[src/rtl/dpwm_pkg.sv]
package dpwm_pkg;

    localparam int unsigned SLICE_W = 8;
    localparam int unsigned CNT_W   = 2 * SLICE_W;

    typedef logic [SLICE_W-1:0] slice_t;
    typedef logic [CNT_W-1:0]   count_t;

    typedef struct packed {
        slice_t buf_v;
        slice_t act;
        logic   out;
    } chan_state_t;

endpackage

[src/rtl/dpwm_timebase.sv]
module dpwm_timebase
    import dpwm_pkg::*;
#(
    parameter int unsigned NUM_TAPS = 4,
    parameter int unsigned SEL_W    = 3
) (
    input  logic             clk,
    input  logic             rst_n,
    input  logic             ext_clk_i,
    input  logic [SEL_W-1:0] clk_sel_i,
    output logic             tick_o,
    output count_t           cnt_o,
    output count_t           cnt_next_o
);

    localparam int unsigned PRE_W = (NUM_TAPS > 1) ? NUM_TAPS - 1 : 1;

    typedef struct packed {
        logic [PRE_W-1:0] pre;
        logic [1:0]       sync;
        logic             ext_prev;
        count_t           cnt;
    } tb_state_t;

    tb_state_t st_d, st_q;
    logic [NUM_TAPS-1:0] tap_tick;
    logic ext_edge;

    for (genvar k = 0; k < NUM_TAPS; k++) begin : g_tap
        if (k == 0) begin : g_every
            assign tap_tick[k] = 1'b1;
        end else begin : g_div
            assign tap_tick[k] = &st_q.pre[k-1:0];
        end
    end

    always_comb begin
        ext_edge = st_q.sync[1] & ~st_q.ext_prev;
        tick_o   = ext_edge;
        for (int k = 0; k < NUM_TAPS; k++) begin
            if (clk_sel_i == SEL_W'(k)) tick_o = tap_tick[k];
        end
        st_d          = st_q;
        st_d.pre      = st_q.pre + 1'b1;
        st_d.sync     = {st_q.sync[0], ext_clk_i};
        st_d.ext_prev = st_q.sync[1];
        if (tick_o) st_d.cnt = st_q.cnt + 1'b1;
        cnt_o      = st_q.cnt;
        cnt_next_o = st_q.cnt + 1'b1;
    end

    always_ff @(posedge clk) begin
        if (!rst_n) st_q <= '0;
        else        st_q <= st_d;
    end

    AST_TICK_ADVANCES: assert property (@(posedge clk) disable iff (!rst_n)
        tick_o |=> (cnt_o == $past(cnt_next_o)));
    AST_HOLD_NO_TICK: assert property (@(posedge clk) disable iff (!rst_n)
        !tick_o |=> $stable(cnt_o));
    AST_EXT_QUIET: assert property (@(posedge clk) disable iff (!rst_n)
        ((clk_sel_i >= SEL_W'(NUM_TAPS)) && !st_q.sync[1]) |-> !tick_o);

endmodule

[src/rtl/dpwm_channel.sv]
module dpwm_channel
    import dpwm_pkg::*;
(
    input  logic   clk,
    input  logic   rst_n,
    input  logic   tick_i,
    input  count_t cnt_i,
    input  count_t cnt_next_i,
    input  logic   slow_i,
    input  logic   force_i,
    input  logic   wr_en_i,
    input  slice_t wr_data_i,
    output logic   pwm_o
);

    chan_state_t st_d, st_q;
    slice_t old_s, new_s, duty_eff;
    logic step, wrap;

    always_comb begin
        old_s    = slow_i ? cnt_i[CNT_W-1:SLICE_W]      : cnt_i[SLICE_W-1:0];
        new_s    = slow_i ? cnt_next_i[CNT_W-1:SLICE_W] : cnt_next_i[SLICE_W-1:0];
        step     = tick_i && (new_s != old_s);
        wrap     = step && (new_s == '0);
        duty_eff = wrap ? st_q.buf_v : st_q.act;

        st_d = st_q;
        if (wr_en_i) st_d.buf_v = wr_data_i;
        if (wrap)    st_d.act   = st_q.buf_v;
        if (force_i)                           st_d.out = 1'b1;
        else if (step && (new_s == duty_eff))  st_d.out = 1'b0;
        else if (wrap)                         st_d.out = 1'b1;

        pwm_o = st_q.out;
    end

    always_ff @(posedge clk) begin
        if (!rst_n) st_q <= '0;
        else        st_q <= st_d;
    end

    AST_FORCE_HIGH: assert property (@(posedge clk) disable iff (!rst_n)
        force_i |=> pwm_o);
    AST_ZERO_DUTY_LOW: assert property (@(posedge clk) disable iff (!rst_n)
        (!force_i && wrap && (st_q.buf_v == '0)) |=> !pwm_o);
    AST_SET_ON_WRAP: assert property (@(posedge clk) disable iff (!rst_n)
        (!force_i && wrap && (st_q.buf_v != '0)) |=> pwm_o);
    AST_RESET_ON_MATCH: assert property (@(posedge clk) disable iff (!rst_n)
        (!force_i && step && !wrap && (new_s == st_q.act)) |=> !pwm_o);
    AST_ACTIVE_HOLD: assert property (@(posedge clk) disable iff (!rst_n)
        !wrap |=> $stable(st_q.act));

endmodule

[src/rtl/dual_pwm_gen.sv]
module dual_pwm_gen
    import dpwm_pkg::*;
#(
    parameter  int unsigned NUM_TAPS = 4,
    parameter  int unsigned NCH      = 2,
    localparam int unsigned SEL_W    = $clog2(NUM_TAPS + 1)
) (
    input  logic                   clk,
    input  logic                   rst_n,
    input  logic                   ext_clk_i,
    input  logic [SEL_W-1:0]       clk_sel_i,
    input  logic [NCH-1:0]         slow_i,
    input  logic [NCH-1:0]         force_hi_i,
    input  logic [NCH-1:0]         duty_wr_i,
    input  logic [NCH*SLICE_W-1:0] duty_data_i,
    output logic [CNT_W-1:0]       cnt_o,
    output logic [NCH-1:0]         pwm_o
);

    logic   tick;
    count_t cnt_q, cnt_nx;

    dpwm_timebase #(
        .NUM_TAPS (NUM_TAPS),
        .SEL_W    (SEL_W)
    ) u_timebase (
        .clk        (clk),
        .rst_n      (rst_n),
        .ext_clk_i  (ext_clk_i),
        .clk_sel_i  (clk_sel_i),
        .tick_o     (tick),
        .cnt_o      (cnt_q),
        .cnt_next_o (cnt_nx)
    );

    assign cnt_o = cnt_q;

    for (genvar n = 0; n < NCH; n++) begin : g_ch
        dpwm_channel u_ch (
            .clk        (clk),
            .rst_n      (rst_n),
            .tick_i     (tick),
            .cnt_i      (cnt_q),
            .cnt_next_i (cnt_nx),
            .slow_i     (slow_i[n]),
            .force_i    (force_hi_i[n]),
            .wr_en_i    (duty_wr_i[n]),
            .wr_data_i  (duty_data_i[n*SLICE_W +: SLICE_W]),
            .pwm_o      (pwm_o[n])
        );
    end

    AST_RESET_STATE: assert property (@(posedge clk)
        !rst_n |=> ((cnt_o == '0) && (pwm_o == '0)));

endmodule

[config.mk]
export PLATFORM = sky130hd
export DESIGN_NAME = dual_pwm_gen
export DESIGN_NICKNAME = d
export VERILOG_FILES = /design/src/rtl/dpwm_pkg.sv /design/src/rtl/dpwm_timebase.sv /design/src/rtl/dpwm_channel.sv /design/src/rtl/dual_pwm_gen.sv
export SDC_FILE = /design/constraint.sdc
export NUM_CORES = 1
export LEC_CHECK = 0
export BUFFER_PORTS_ARGS = -buffer_cell sky130_fd_sc_hd__buf_2
export CAP_MARGIN = 20
export CORE_MARGIN = 2
export CORE_UTILIZATION = 24
export DETAILED_ROUTE_END_ITERATION = 10
export GPL_TIMING_DRIVEN = 0
export HOLD_SLACK_MARGIN = 0.15
export REMOVE_ABC_BUFFERS = 1
export SYNTH_ARGS = -nofsm -noshare
export SYNTH_HDL_FRONTEND = slang
export SYNTH_SLANG_ARGS = --single-unit
export TNS_END_PERCENT = 30
[constraint.sdc]
create_clock -name clk -period 5.1 [get_ports clk]
set_input_delay 0.255 -clock clk [delete_from_list [all_inputs] [get_ports clk]]
set_output_delay 0.255 -clock clk [all_outputs]
set_load 0.05 [all_outputs]
==> results summary, run 1 <==
The run finished with clean final reports. The number of antenna violations at the first check in global routing is 0. The top fanout value on the critical path is 11. The number of instances in the synthesized netlist came out at approximately 400. The layout filler cell count came out at 1,580.

Yosys mapped the design onto 59 distinct sky130hd cell types. The overall die height is ~130 µm. In this run the critical register-to-register path is launched from u_timebase.cnt_o[3]$_SDFFE_PN0P_. The number of enable-type register cells in the synthesized netlist came out at 0. For this design the static power due to leakage is between 1 and 1.5 nW. The insertion delay to the later sink of the worst-skew pair is 290 ps. The mean instance size in the synthesized netlist is 8.72 µm². The overall die area is 15,900 µm². The path class of the lowest-slack min-delay path is in2reg. The number of diodes came out at 0.

The half-perimeter wire length after placement came out at 6380 µm. The biggest area contributor in the post-synthesis netlist is dfxtp_1. TritonCTS created 5 clock buffers. Post-CTS timing repair inserted 0 buffers for setup.

Dividing total power by cell area gives a power density of 243 nW/µm². Per report_power, the combinational group accounts for 11.4% of the total. The fraction of power consumed by sequential logic came out at 48.1%.

The total area of sequential cells is 1120 µm². The worst-case IR drop observed on VDD is 0.133 mV. At the placement stage, the worst setup path has a slack of 1570 ps.

The worst slew slack as a fraction of its limit came out at about 44%. The wire length per cell is 14.0 µm. The worst hold path begins at ext_clk_i. In the finished design, the share of the clock period the worst path needs comes to 69.9%. The post-placement cell count is 593.

For this run, the total global-route usage over all layers was measured as 10.8%. The switching power total came out at 229 µW. The number of buffers added on ports is 45. The count of synthesis-stage warnings from yosys came out at 0. The residual antenna-violating net count after detailed routing came out at 0.

The peak clock frequency supported by timing is 0.281 GHz. The worst setup path is launched from a flip-flop. The TritonCTS clock tree is yes.

Adding up every negative setup slack in the final design gives 0 ps. The largest net degree at the start of global routing is 57. The tree is rooted in a clkbuf_16. The count of maximum capacitance violations came out at 0. The path with the worst hold slack has its endpoint at u_timebase.st_d[18]$_SDFF_PN0_.

The area inside the core boundary is 14,500 µm². In this run, post-CTS hold repair placed 0 buffers. The buffer depth of the longest clock path came out at 2.

The endpoint class of the critical path is a flip-flop. The number of clock sinks seen by CTS came out at 56. Setup repair after global routing left no endpoint under its margin. The number of remaining DRC errors is 0.

The fraction of final layout cells with drive strength greater than 1 came out at about 17%. The maximum level of the CTS H-tree came out at 2. The width of the chip is approximately 130 µm.

On the final layout, the worst clock skew is 5.99 ps. Of the total power, the share spent switching nets is 23.9%. The via count of the first global-routing pass is ~2,700. The number of max-slew violations in the final report is 0.

The sequential-to-total area share from yosys stat came out at a little under a third. The fraction of synthesized cell area taken by the top area cell type is between 30% and 40%. The slew at the pin with the worst max-slew slack is 835 ps. The average via count per standard cell came out at 4.83.

The depth of the worst register-to-register path is 8. The main flop type after synthesis is dfxtp_1. After synthesis the netlist holds a flip-flop and latch count of 56. The summed instance area of the synthesized netlist is 3570 µm². The setup slack of the critical path after layout came out at 1540 ps. The routed design could run at a clock period as short as about 3600 ps. The I/O pin total came out at 46. The residual overflow from global routing came out at 0. The starting DRC count in detailed routing is 91.

The data arrival time of the worst path came out at 3760 ps. The worst setup path category is reg2reg. The area used by multi-input combinational logic is between 2000 and 2500 µm².

The floorplan has 44 rows. Yosys attributes the largest share of cell area to dfxtp_1, mux2i_1, nor2b_1, xnor2_1, buf_4. The congestion estimate from routability-driven global placement came to 0.845. The final net count is around 450. The clock edge transition at the registers on the reported setup and hold paths came out at 70 ps. The first-pass detailed-route iteration total came out at 4. The number of endpoints with negative hold slack in the final report is 0. The flop-to-flop setup slack is 1540 ps. With fillers left out, the area of the finished cells amounts to 3950 µm². The total setup violations reported at the end of the flow is 0. The async set or reset register ratio after synthesis came out at 0%. The number of non-filler instances in the completed layout is about 600. The count of cells resized by post-cts repair came out at 0. The starting density of the core came out at 24.5%. The global-route wire length before repair came out at 14,000 µm. The final layout contains routed wiring with a total length of 8400 µm. The internal power contribution came out at 729 µW.

The required time of the critical path came out at ~5300 ps. The area growth from synthesis to layout is 10.6%. In this run the critical register-to-register path is captured at g_ch[0].u_ch.pwm_o$_SDFFE_PN0P_.

The clock network power share came out at 40.5%. The post-detailed-placement cell area came out at 3780 µm². The routed layout has 2,901 vias. The number of instances on the worst hold path is 2.
[how the worst max path moves through the flow]
stage                                           from                         endpoint  slack [ps]
floorplan           u_timebase.cnt_o[0]$_SDFFE_PN0P_  g_ch[1].u_ch.pwm_o$_SDFFE_PN0P_        1250
detailed placement  u_timebase.cnt_o[3]$_SDFFE_PN0P_  g_ch[0].u_ch.pwm_o$_SDFFE_PN0P_        1570
CTS                 u_timebase.cnt_o[3]$_SDFFE_PN0P_  g_ch[0].u_ch.pwm_o$_SDFFE_PN0P_        1560
global route        u_timebase.cnt_o[2]$_SDFFE_PN0P_  g_ch[0].u_ch.pwm_o$_SDFFE_PN0P_        1220
finish              u_timebase.cnt_o[3]$_SDFFE_PN0P_  g_ch[0].u_ch.pwm_o$_SDFFE_PN0P_        1540
global placement    u_timebase.cnt_o[0]$_SDFFE_PN0P_  g_ch[1].u_ch.pwm_o$_SDFFE_PN0P_         860
[Yosys cell counts, types with 5 or more instances]
master / number
and2_1: 18
nand3_1: 12
buf_2: 9
nor2_1: 19
a21boi_0: 5
nor3_1: 13
xnor2_1: 19
mux2i_1: 37
buf_4: 18
clkbuf_1: 17
nor2b_1: 34
nand4_1: 5
nand2_1: 15
o21ai_0: 17
o21a_1: 6
a31oi_1: 7
xor2_1: 7
dfxtp_1: 56
inv_1: 6
or3_1: 8
[cells in the final DEF, fill, tap and decap left out, types with 12 or more instances in the layout]
cell type  count
and2_1        18
buf_2         45
dfxtp_1       56
mux2i_1       37
nand2_1       15
nand3_1       12
nor2_1        19
nor2b_1       34
nor3_1        13
o21ai_0       17
xnor2_1       19
[final cells by class]
| type | count | area share (%) |
|---|---|---|
| Tap cell | 184 | 5.84 |
| Clock inverter | 3 | 1.08 |
| Inverter | 6 | 0.571 |
| Timing Repair Buffer | 46 | 5.90 |
| Clock buffer | 5 | 3.17 |
| Multi-Input combinational cell | 301 | 55.0 |
| Sequential cell | 56 | 28.4 |
[registers in the layout, summed over array words and instances, names as in the netlist]
register	count
g_ch.u_ch.st_q	32
u_timebase.st_q	4
u_timebase.st_d	2
g_ch.u_ch.pwm_o	2
u_timebase.cnt_o	16
[cells by family (layout without fill, tap and decap cells)]
group,Yosys count,count (layout),share of synthesized area [%]
AOI/OAI and AO/OA,77,77,15.9
xor gates and xnor gates,26,26,6.38
adders and majority gates,3,3,1.05
buffers and inverters,52,60,7.89
DFF,56,56,31.4
muxes,41,41,11.6
and+or+nand+nor,154,154,25.7
[critical path, stage by stage (launching register included)]
cell,delay [ps]
dfxtp_1,480
nand4_1,570
nor4_1,650
mux2i_1,430
o22ai_1,140
and4bb_2,340
and2_1,470
o2111ai_1,200
o21a_1,190
[per-layer routing]
layer	wire [µm]	global-route usage [%]
met3	404	2.04
met4	104	3.23
met1	3930	14.4
met2	3970	17.6
met5	0	0
[metrics by stage]
step	utilization, %	total power, mW	hold slack, ps
after floorplan	-	0.538	373
after global placement	25.9	0.579	425
after detailed placement	26.0	0.582	423
after CTS	27.1	0.977	165
after global routing	27.1	1.01	181
final	27.1	0.959	169
[power by group through the flow]
stage                     Sequential, mW  Clock [mW]  Combinational (mW)
final                              0.461       0.388               0.109
after CTS                          0.461       0.405               0.111
after global placement             0.472           0               0.108
after global routing               0.464       0.425               0.122
after detailed placement           0.472           0               0.111
after floorplan                    0.476           0              0.0613
Note: power is estimated with default switching activity, not from simulation.
==> run 2: changes to the inputs <==
--- a/config.mk
+++ b/config.mk
@@ -5,6 +5,7 @@
 export SDC_FILE = /design/constraint.sdc
 export NUM_CORES = 1
 export LEC_CHECK = 0
+export ABC_AREA = 1
 export BUFFER_PORTS_ARGS = -buffer_cell sky130_fd_sc_hd__buf_2
 export CAP_MARGIN = 20
 export CORE_MARGIN = 2
==> constraint.sdc (replaced) <==
create_clock -name clk -period 3.15 [get_ports clk]
set_input_delay 0.1575 -clock clk [delete_from_list [all_inputs] [get_ports clk]]
set_output_delay 0.1575 -clock clk [all_outputs]
set_load 0.05 [all_outputs]
==> run 2 against run 1 <==
Net effect:
- count of clock-buffer cells in the layout unchanged
- sequential power increased by 74%
- clock skew increased by 4.9 ps
- critical path type unchanged
- routed wire length increased by 2.6%
- clock power increased by 52%
- critical path depth increased by 12
- largest cell class unchanged
==> results summary, run 2 <==
The run finished with clean final reports. The largest net degree at the start of global routing is 35 (-39%). The number of max-slew violations in the final report is 0 (unchanged). The placer's final routability congestion estimate was 0.841 (-0.38%). The residual antenna-violating net count after detailed routing is 0 (unchanged).

The insertion delay to the later sink of the worst-skew pair is 310 ps (+20 ps). The post-CTS setup buffer count is 0 (unchanged). The maximum level of the CTS H-tree is 2 (unchanged).

The number of remaining DRC errors came out at 0 (unchanged). The worst slew slack as a fraction of its limit was 41.7% (-1.9 points). The number of instances in the synthesized netlist is 522 (+28%). The power consumption came out at 1.83 mW (+91%). The wire length per cell is 11.6 µm (-17%).

The starting density of the core was 24.3% (-0.20 points). The startpoint identified for the worst register-to-register timing path is u_timebase.cnt_o[0]$_SDFFE_PN0P_. The final critical-path share of the clock period came out at 87.5% (+18 points). The clock skew after layout came out at 10.9 ps (+4.94 ps).

The endpoint class of the critical path is a flip-flop. For this run, the leading register cell type out of synthesis is dfxtp_1. The peak supply drop is 0.241 mV (+81%). The tree is rooted in a clkbuf_16. In the layout the commonest cells are nand2_1, nor2_1, inv_1. The flip-flop count of the largest register after layout is 32 (unchanged).

The wire length reported by the detailed router came out at 8620 µm (+2.6%). The critical path in this run is classified as reg2reg. The number of enable-type register cells in the synthesized netlist is 0 (unchanged). The number of buffers created by CTS came out at 5 (unchanged).

The half-perimeter wire length after placement came out at 6140 µm (-3.7%). The area inside the core boundary came out at 13,800 µm² (-5.2%). The library cell used most frequently in the layout, excluding fill and tap cells, is nand2_1. Ranked by total cell area, the synthesized netlist is headed by dfxtp_1, nand2_1, nor2_1, inv_1, nand3_1.

The width of the chip is 122 µm (-3.0%). The post-detailed-placement cell area is 3610 µm² (-4.4%). The count of synthesis-stage warnings from yosys is 0 (unchanged). The clock edge transition at the registers on the reported setup and hold paths came out at 80 ps (about the same).

The launch point of the worst hold path is duty_wr_i[0]. The mean instance size in the synthesized netlist came out at 6.42 µm² (-26%). The fraction of synthesized cell area taken by the top area cell type came out at 33.4% (+2.0 points). The power density over cell area is 462 nW/µm² (+90%).

The data arrival time of the worst path came out at 2910 ps (-850 ps). The overall die area is 14,900 µm² (-5.8%). The leakage power total came out at 1.92 nW (+32%). The peak clock frequency supported by timing came out at 0.363 GHz (+29%). The number of synthesized register bits came out at 56 (unchanged). The setup slack of the critical path after layout was 393 ps (-1140 ps). Setup repair after global routing left no endpoint under its margin. The cell row count is 43 (-2.3%).

The summed instance area of the synthesized netlist is 3350 µm² (-6.0%). The first-pass detailed-route iteration total is 4 (unchanged). Among all cell types in the netlist, the one instantiated most often is nand2_1. The starting DRC count in detailed routing is 177 (+95%). The number of diodes is 0 (unchanged). The worst-case setup slack after placement is 197 ps (-1370 ps). The most critical setup path has its startpoint at u_timebase.cnt_o[0]$_SDFFE_PN0P_. The fraction of final layout cells with drive strength greater than 1 is 14.7% (-2.3 points). The number of clock sinks seen by CTS came out at 56 (unchanged). The register with the most flip-flops is g_ch.u_ch.st_q.

The path class of the lowest-slack min-delay path is in2reg. The residual overflow from global routing came out at 0 (unchanged). The number of buffers added on ports is 45 (unchanged). The kind of start point of the critical path is a flip-flop. The total setup violations reported at the end of the flow came out at 0 (unchanged). The top fanout value on the critical path was 10 (-1). The sequential-to-total area share from yosys stat was 33.4% (+2.0 points). The final standard cell area without fillers came to 3970 µm² (+0.54%). The synthesis-to-layout area growth is 18.3%.

The via count of the first global-routing pass was 2,996 (+10%). The number of endpoints with negative hold slack in the final report is 0 (unchanged). The largest total area in the synthesized netlist belongs to dfxtp_1.

The overall global routing resource usage is 12.5% (+1.8 points). The required time of the critical path was 3300 ps (-1990 ps). The buffer depth of the longest clock path came out at 2 (unchanged). The setup total negative slack is 0 ps (unchanged). The global-route wire length before repair came out at 14,500 µm (+4.2%). The final net count came out at 594 (+33%). The overall die height is 122 µm (-3.0%). The count of maximum capacitance violations is 0 (unchanged). The unique cell type count in the Yosys netlist was 36 (-39%). The average via count per standard cell came out at 4.22 (-13%). The slew at the pin with the worst max-slew slack came out at 873 ps (+38.0 ps). The number of antenna violations at the first check in global routing is 0 (unchanged). The via total after detailed routing is 3,137 (+8.1%).

After synthesis, the most frequently instantiated cells are nand2_1, nor2_1, inv_1. TritonCTS built the clock tree. The time the final worst path needs with I/O delays and setup is 2760 ps (-808 ps). The I/O pin total came out at 46 (unchanged). The async set or reset register ratio after synthesis is 0% (unchanged).
[run 2: changes by cell type after synthesis, sizes merged, moves of 11 or more]
| cell | before | now |
|---|---|---|
| xnor2 | 19 | 1 |
| nand2 | 15 | 141 |
| nor3 | 13 | 1 |
| nor2b | 34 | 0 |
| nand3 | 12 | 41 |
| inv | 6 | 67 |
| o21ai | 18 | 38 |
| and2 | 18 | 2 |
| a21oi | 4 | 18 |
| nor2 | 19 | 84 |
| mux2i | 37 | 0 |
| nand3b | 2 | 13 |
[run 2: area by class of cell]
cell class              count  area, µm²
multi-input cells         366       1790
repair buffers             64        415
well taps                 180        225
clock buffers               5        125
inverters                  70        263
fillers                  1528       9810
clock inverters             3       25.0
flip-flops and latches     56       1120
[run 2: layer usage]
metal / routed length (µm) / global-route usage, % / part of all wire, % / vias to the layer above
li1: - / - / - / 1715
met4: 200 / 6.54 / 2.3 / 0
met2: 3880 / 19.3 / 45 / 45
met1: 4220 / 16.7 / 49 / 1365
met5: 0 / 0 / 0 / -
met3: 311 / 2.01 / 3.6 / 12
[run 2: timing repair]
| item | CTS | global route |
|---|---|---|
| setup endpoints to repair | 0 | 2 |
| hold buffers | 19 | 0 |
| gates resized for setup | 0 | 5 |
| hold endpoints to repair | 19 | 0 |
[run 2: cell families after synthesis]
| group | count (synthesis) | synth area share [%] |
|---|---|---|
| fa+ha+maj | 3 | 1.12 |
| buf+inv | 100 | 13.6 |
| flops | 56 | 33.4 |
| compound gates | 67 | 11.4 |
| simple gates | 290 | 38.9 |
| xor+xnor | 6 | 1.57 |
[run 2: worst paths after layout]
kind | cells past startpoint | slack [ps] | endpoint
worst max-delay path | 20 | 390 | g_ch[0].u_ch.pwm_o$_SDFFE_PN0P_
worst min-delay path | 3 | 180 | g_ch[0].u_ch.st_q[9]$_SDFFE_PN0P_
worst max register to register | 20 | 390 | g_ch[0].u_ch.pwm_o$_SDFFE_PN0P_
worst min register to register | 2 | 410 | u_timebase.st_d[16]$_SDFF_PN0_
[run 2: metrics by stage]
stage | cells | util [%] | hold slack (ps)
2_1_floorplan | 492 | - | 251
3_3_place_gp | 717 | 26.2 | 345
3_5_place_dp | 717 | 26.2 | 350
4_1_cts | 744 | 28.7 | 179
5_1_grt | 744 | 28.8 | 224
6_report | 744 | 28.8 | 183
[run 2: worst max-delay path: stages, from the launching register on]
cell and delay (ps):
dfxtp_2 430, ha_2 260, nand2_2 80, nor2_4 170, nand4_1 180, nand3_1 120
nand2_1 130, nor2_1 130, nand2_1 110, nor2_4 220, nand2_4 140, nand2_1 100
nand2_1 70, nand2_1 60, nand2_1 50, inv_1 50, nand2_1 40, nor2_1 80
nand3_1 70, nand2_1 70, a21oi_1 60
[run 2: power by group]
part           leakage [nW]  switching [mW]  internal (mW)
clock                0.0708           0.290          0.302
combinational          1.38           0.299          0.144
sequential            0.461          0.0431          0.757
total                  1.92           0.632           1.20
==> run 3: changes to the inputs <==
--- a/config.mk
+++ b/config.mk
@@ -13,6 +13,7 @@
 export DETAILED_ROUTE_END_ITERATION = 10
 export GPL_TIMING_DRIVEN = 0
 export HOLD_SLACK_MARGIN = 0.15
+export MAX_ROUTING_LAYER = met4
 export REMOVE_ABC_BUFFERS = 1
 export SYNTH_ARGS = -nofsm -noshare
 export SYNTH_HDL_FRONTEND = slang
==> run 3 against run 2 <==
Net effect:
- sequential power is essentially flat
- clock power is essentially flat
- non-clock buffer count is the same
- flip-flop and latch count is the same
- sequential share of layout area is the same
- largest cell class unchanged
==> results summary, run 3 (same netlist as run 2, synthesis figures left out) <==
The required time of the critical path is 3300 ps (about the same). The number of remaining DRC errors came out at 0 (unchanged). The power density over cell area is 462 nW/µm² (about the same). The slew at the pin with the worst max-slew slack came out at 874 ps (+1.41 ps). The average via count per standard cell came out at 4.23 (+0.35%).

The worst setup path is captured at a flip-flop. The number of diodes came out at 0 (unchanged). The time the final worst path needs with I/O delays and setup is 2760 ps (+0.976 ps). The synthesis-to-layout area growth came out at 18.3% (unchanged).

The power consumption came out at 1.83 mW (about the same). The wire length reported by the detailed router is 8600 µm (-0.28%). The starting DRC count in detailed routing is 184 (+4.0%). The overall die height came out at 122 µm (unchanged). The flow ran to the end, and the final reports show no timing, DRC or antenna violations. The cell row count came out at 43 (unchanged).

The buffer depth of the longest clock path was 2 (unchanged). The met3 routed wirelength is 221 µm (-29%). The depth of the worst register-to-register path was 20 (unchanged).

The detailed-routing wirelength on met1 came out at 4280 µm (+1.3%). The final net count is 594 (unchanged). The count of maximum capacitance violations is 0 (unchanged).

The layout filler cell count came out at 1,528 (unchanged). The overall die area is 14,900 µm² (unchanged). The residual overflow from global routing is 0 (unchanged). The post-route worst hold slack came out at 188 ps (+4.89 ps). The fraction of final layout cells with drive strength greater than 1 is 14.7% (unchanged). The placer's final routability congestion estimate came out at 0.854 (+1.6%). The detailed-routed wire length on met2 was 3900 µm (+0.28%). The residual antenna-violating net count after detailed routing came out at 0 (unchanged). Setup repair after global routing left no endpoint under its margin. The number of clock sinks seen by CTS is 56 (unchanged). The data arrival time of the worst path is 2910 ps (about the same). The worst setup path category is reg2reg.

The total setup violations reported at the end of the flow is 0 (unchanged). The post-detailed-placement cell area came out at 3610 µm² (unchanged). The width of the chip is 122 µm (unchanged). The number of antenna violations at the first check in global routing came out at 0 (unchanged). The clock edge transition at the registers on the reported setup and hold paths came out at 80 ps (about the same). The area inside the core boundary is 13,800 µm² (unchanged). The via count of the first global-routing pass came out at 2,991 (-0.17%). The final critical-path share of the clock period came out at 87.5% (about the same).

In the layout the commonest cells are nand2_1, nor2_1, inv_1. The worst-case setup slack after placement is 197 ps (unchanged). The first-pass detailed-route iteration total was 4 (unchanged). The number of buffers added on ports came out at 45 (unchanged).

The wire length per cell came out at 11.6 µm (-0.28%). The I/O pin total is 46 (unchanged). The number of max-slew violations in the final report came to 0 (unchanged).

The peak clock frequency supported by timing was 0.363 GHz (about the same). The path class of the lowest-slack min-delay path is in2reg. The worst slew slack as a fraction of its limit came to 41.6% (-0.094 points). The number of endpoints with negative hold slack in the final report is 0 (unchanged). The worst setup path is launched from a flip-flop.

The starting density of the core came to 24.3% (unchanged). The half-perimeter wire length after placement is 6140 µm (unchanged). The top fanout value on the critical path was 10 (unchanged). The overall global routing resource usage is 12.9% (+0.36 points).

The insertion delay to the later sink of the worst-skew pair is 310 ps (about the same). The final standard cell area without fillers is 3970 µm² (unchanged). The setup slack of the critical path after layout came out at 392 ps (-0.976 ps). The number of buffers created by CTS is 5 (unchanged). Counting flops per register, the top entry is g_ch.u_ch.st_q.

The clock skew after layout came out at 10.9 ps (-0.0630 ps). The maximum level of the CTS H-tree came out at 2 (unchanged). The number of instances on the worst hold path is 3 (unchanged).

The tree is rooted in a clkbuf_16. The leakage power total came to 1.92 nW (unchanged). The flip-flop count of the largest register after layout came out at 32 (unchanged). The peak supply drop is 0.240 mV (-0.15%). The via total after detailed routing came out at 3,148 (+0.35%). The setup total negative slack came out at 0 ps (unchanged). After detailed routing, no signal wire sits above met4. The library cell used most frequently in the layout, excluding fill and tap cells, is nand2_1. The largest net degree at the start of global routing came out at 35 (unchanged). The global-route wire length before repair is 14,600 µm (about the same). The TritonCTS clock tree is yes.
-- run 3: cell counts in the layout (fill, tap and decap cells not counted) --
Identical to the previous run, type by type.
-- run 3: final cells by class --
| cell class | instances | area (µm²) | area share [%] |
|---|---|---|---|
| multi-input combinational | 366 | 1790 | 45.1 |
| sequential | 56 | 1120 | 28.3 |
| inverter | 70 | 263 | 6.62 |
| clock buffer | 5 | 125 | 3.15 |
| timing repair buffer | 64 | 415 | 10.5 |
| clock inverter | 3 | 25.0 | 0.631 |
| tap | 180 | 225 | 5.68 |
-- run 3: what timing repair did --
item | in CTS | in global routing
endpoints found under the setup margin | 0 | 2
endpoints found under the hold margin | 19 | 0
gates resized for setup | 0 | 5
hold buffers | 19 | 0
setup buffers | 0 | 0
-- run 3: per-stage QoR --
step | instances | utilization (%)
after floorplan | 492 | -
after global placement | 717 | 26.2
after detailed placement | 717 | 26.2
after CTS | 744 | 28.7
after global routing | 744 | 28.8
final | 744 | 28.8
-- run 3: final timing paths --
check	from	endpoint	slack, ps
setup reg to reg	u_timebase.cnt_o[0]$_SDFFE_PN0P_	g_ch[0].u_ch.pwm_o$_SDFFE_PN0P_	390
setup / recovery	u_timebase.cnt_o[0]$_SDFFE_PN0P_	g_ch[0].u_ch.pwm_o$_SDFFE_PN0P_	390
hold / removal	duty_wr_i[0]	g_ch[0].u_ch.st_q[9]$_SDFFE_PN0P_	190
hold reg to reg	u_timebase.st_d[18]$_SDFF_PN0_	u_timebase.st_d[16]$_SDFF_PN0_	410
-- run 3: report_power, final --
part,leakage (nW),internal [mW],switching (mW)
clock,0.0708,0.301,0.289
combinational,1.38,0.144,0.299
sequential,0.461,0.757,0.0427
-- run 3: critical path: stages (launching register included) --
cell and delay (ps):
dfxtp_2 430, ha_2 260, nand2_2 80, nor2_4 170, nand4_1 180, nand3_1 120, nand2_1 130, nor2_1 130
nand2_1 110, nor2_4 220, nand2_4 140, nand2_1 100, nand2_1 70, nand2_1 60, nand2_1 50, inv_1 50
nand2_1 40, nor2_1 80, nand3_1 70, nand2_1 70, a21oi_1 60
-- run 3: layer usage --
| metal | up-vias | track usage (%) |
|---|---|---|
| met4 | 0 | 6.54 |
| met2 | 45 | 19.3 |
| met1 | 1375 | 16.9 |
| li1 | 1716 | - |
| met5 | - | - |
| met3 | 12 | 1.73 |
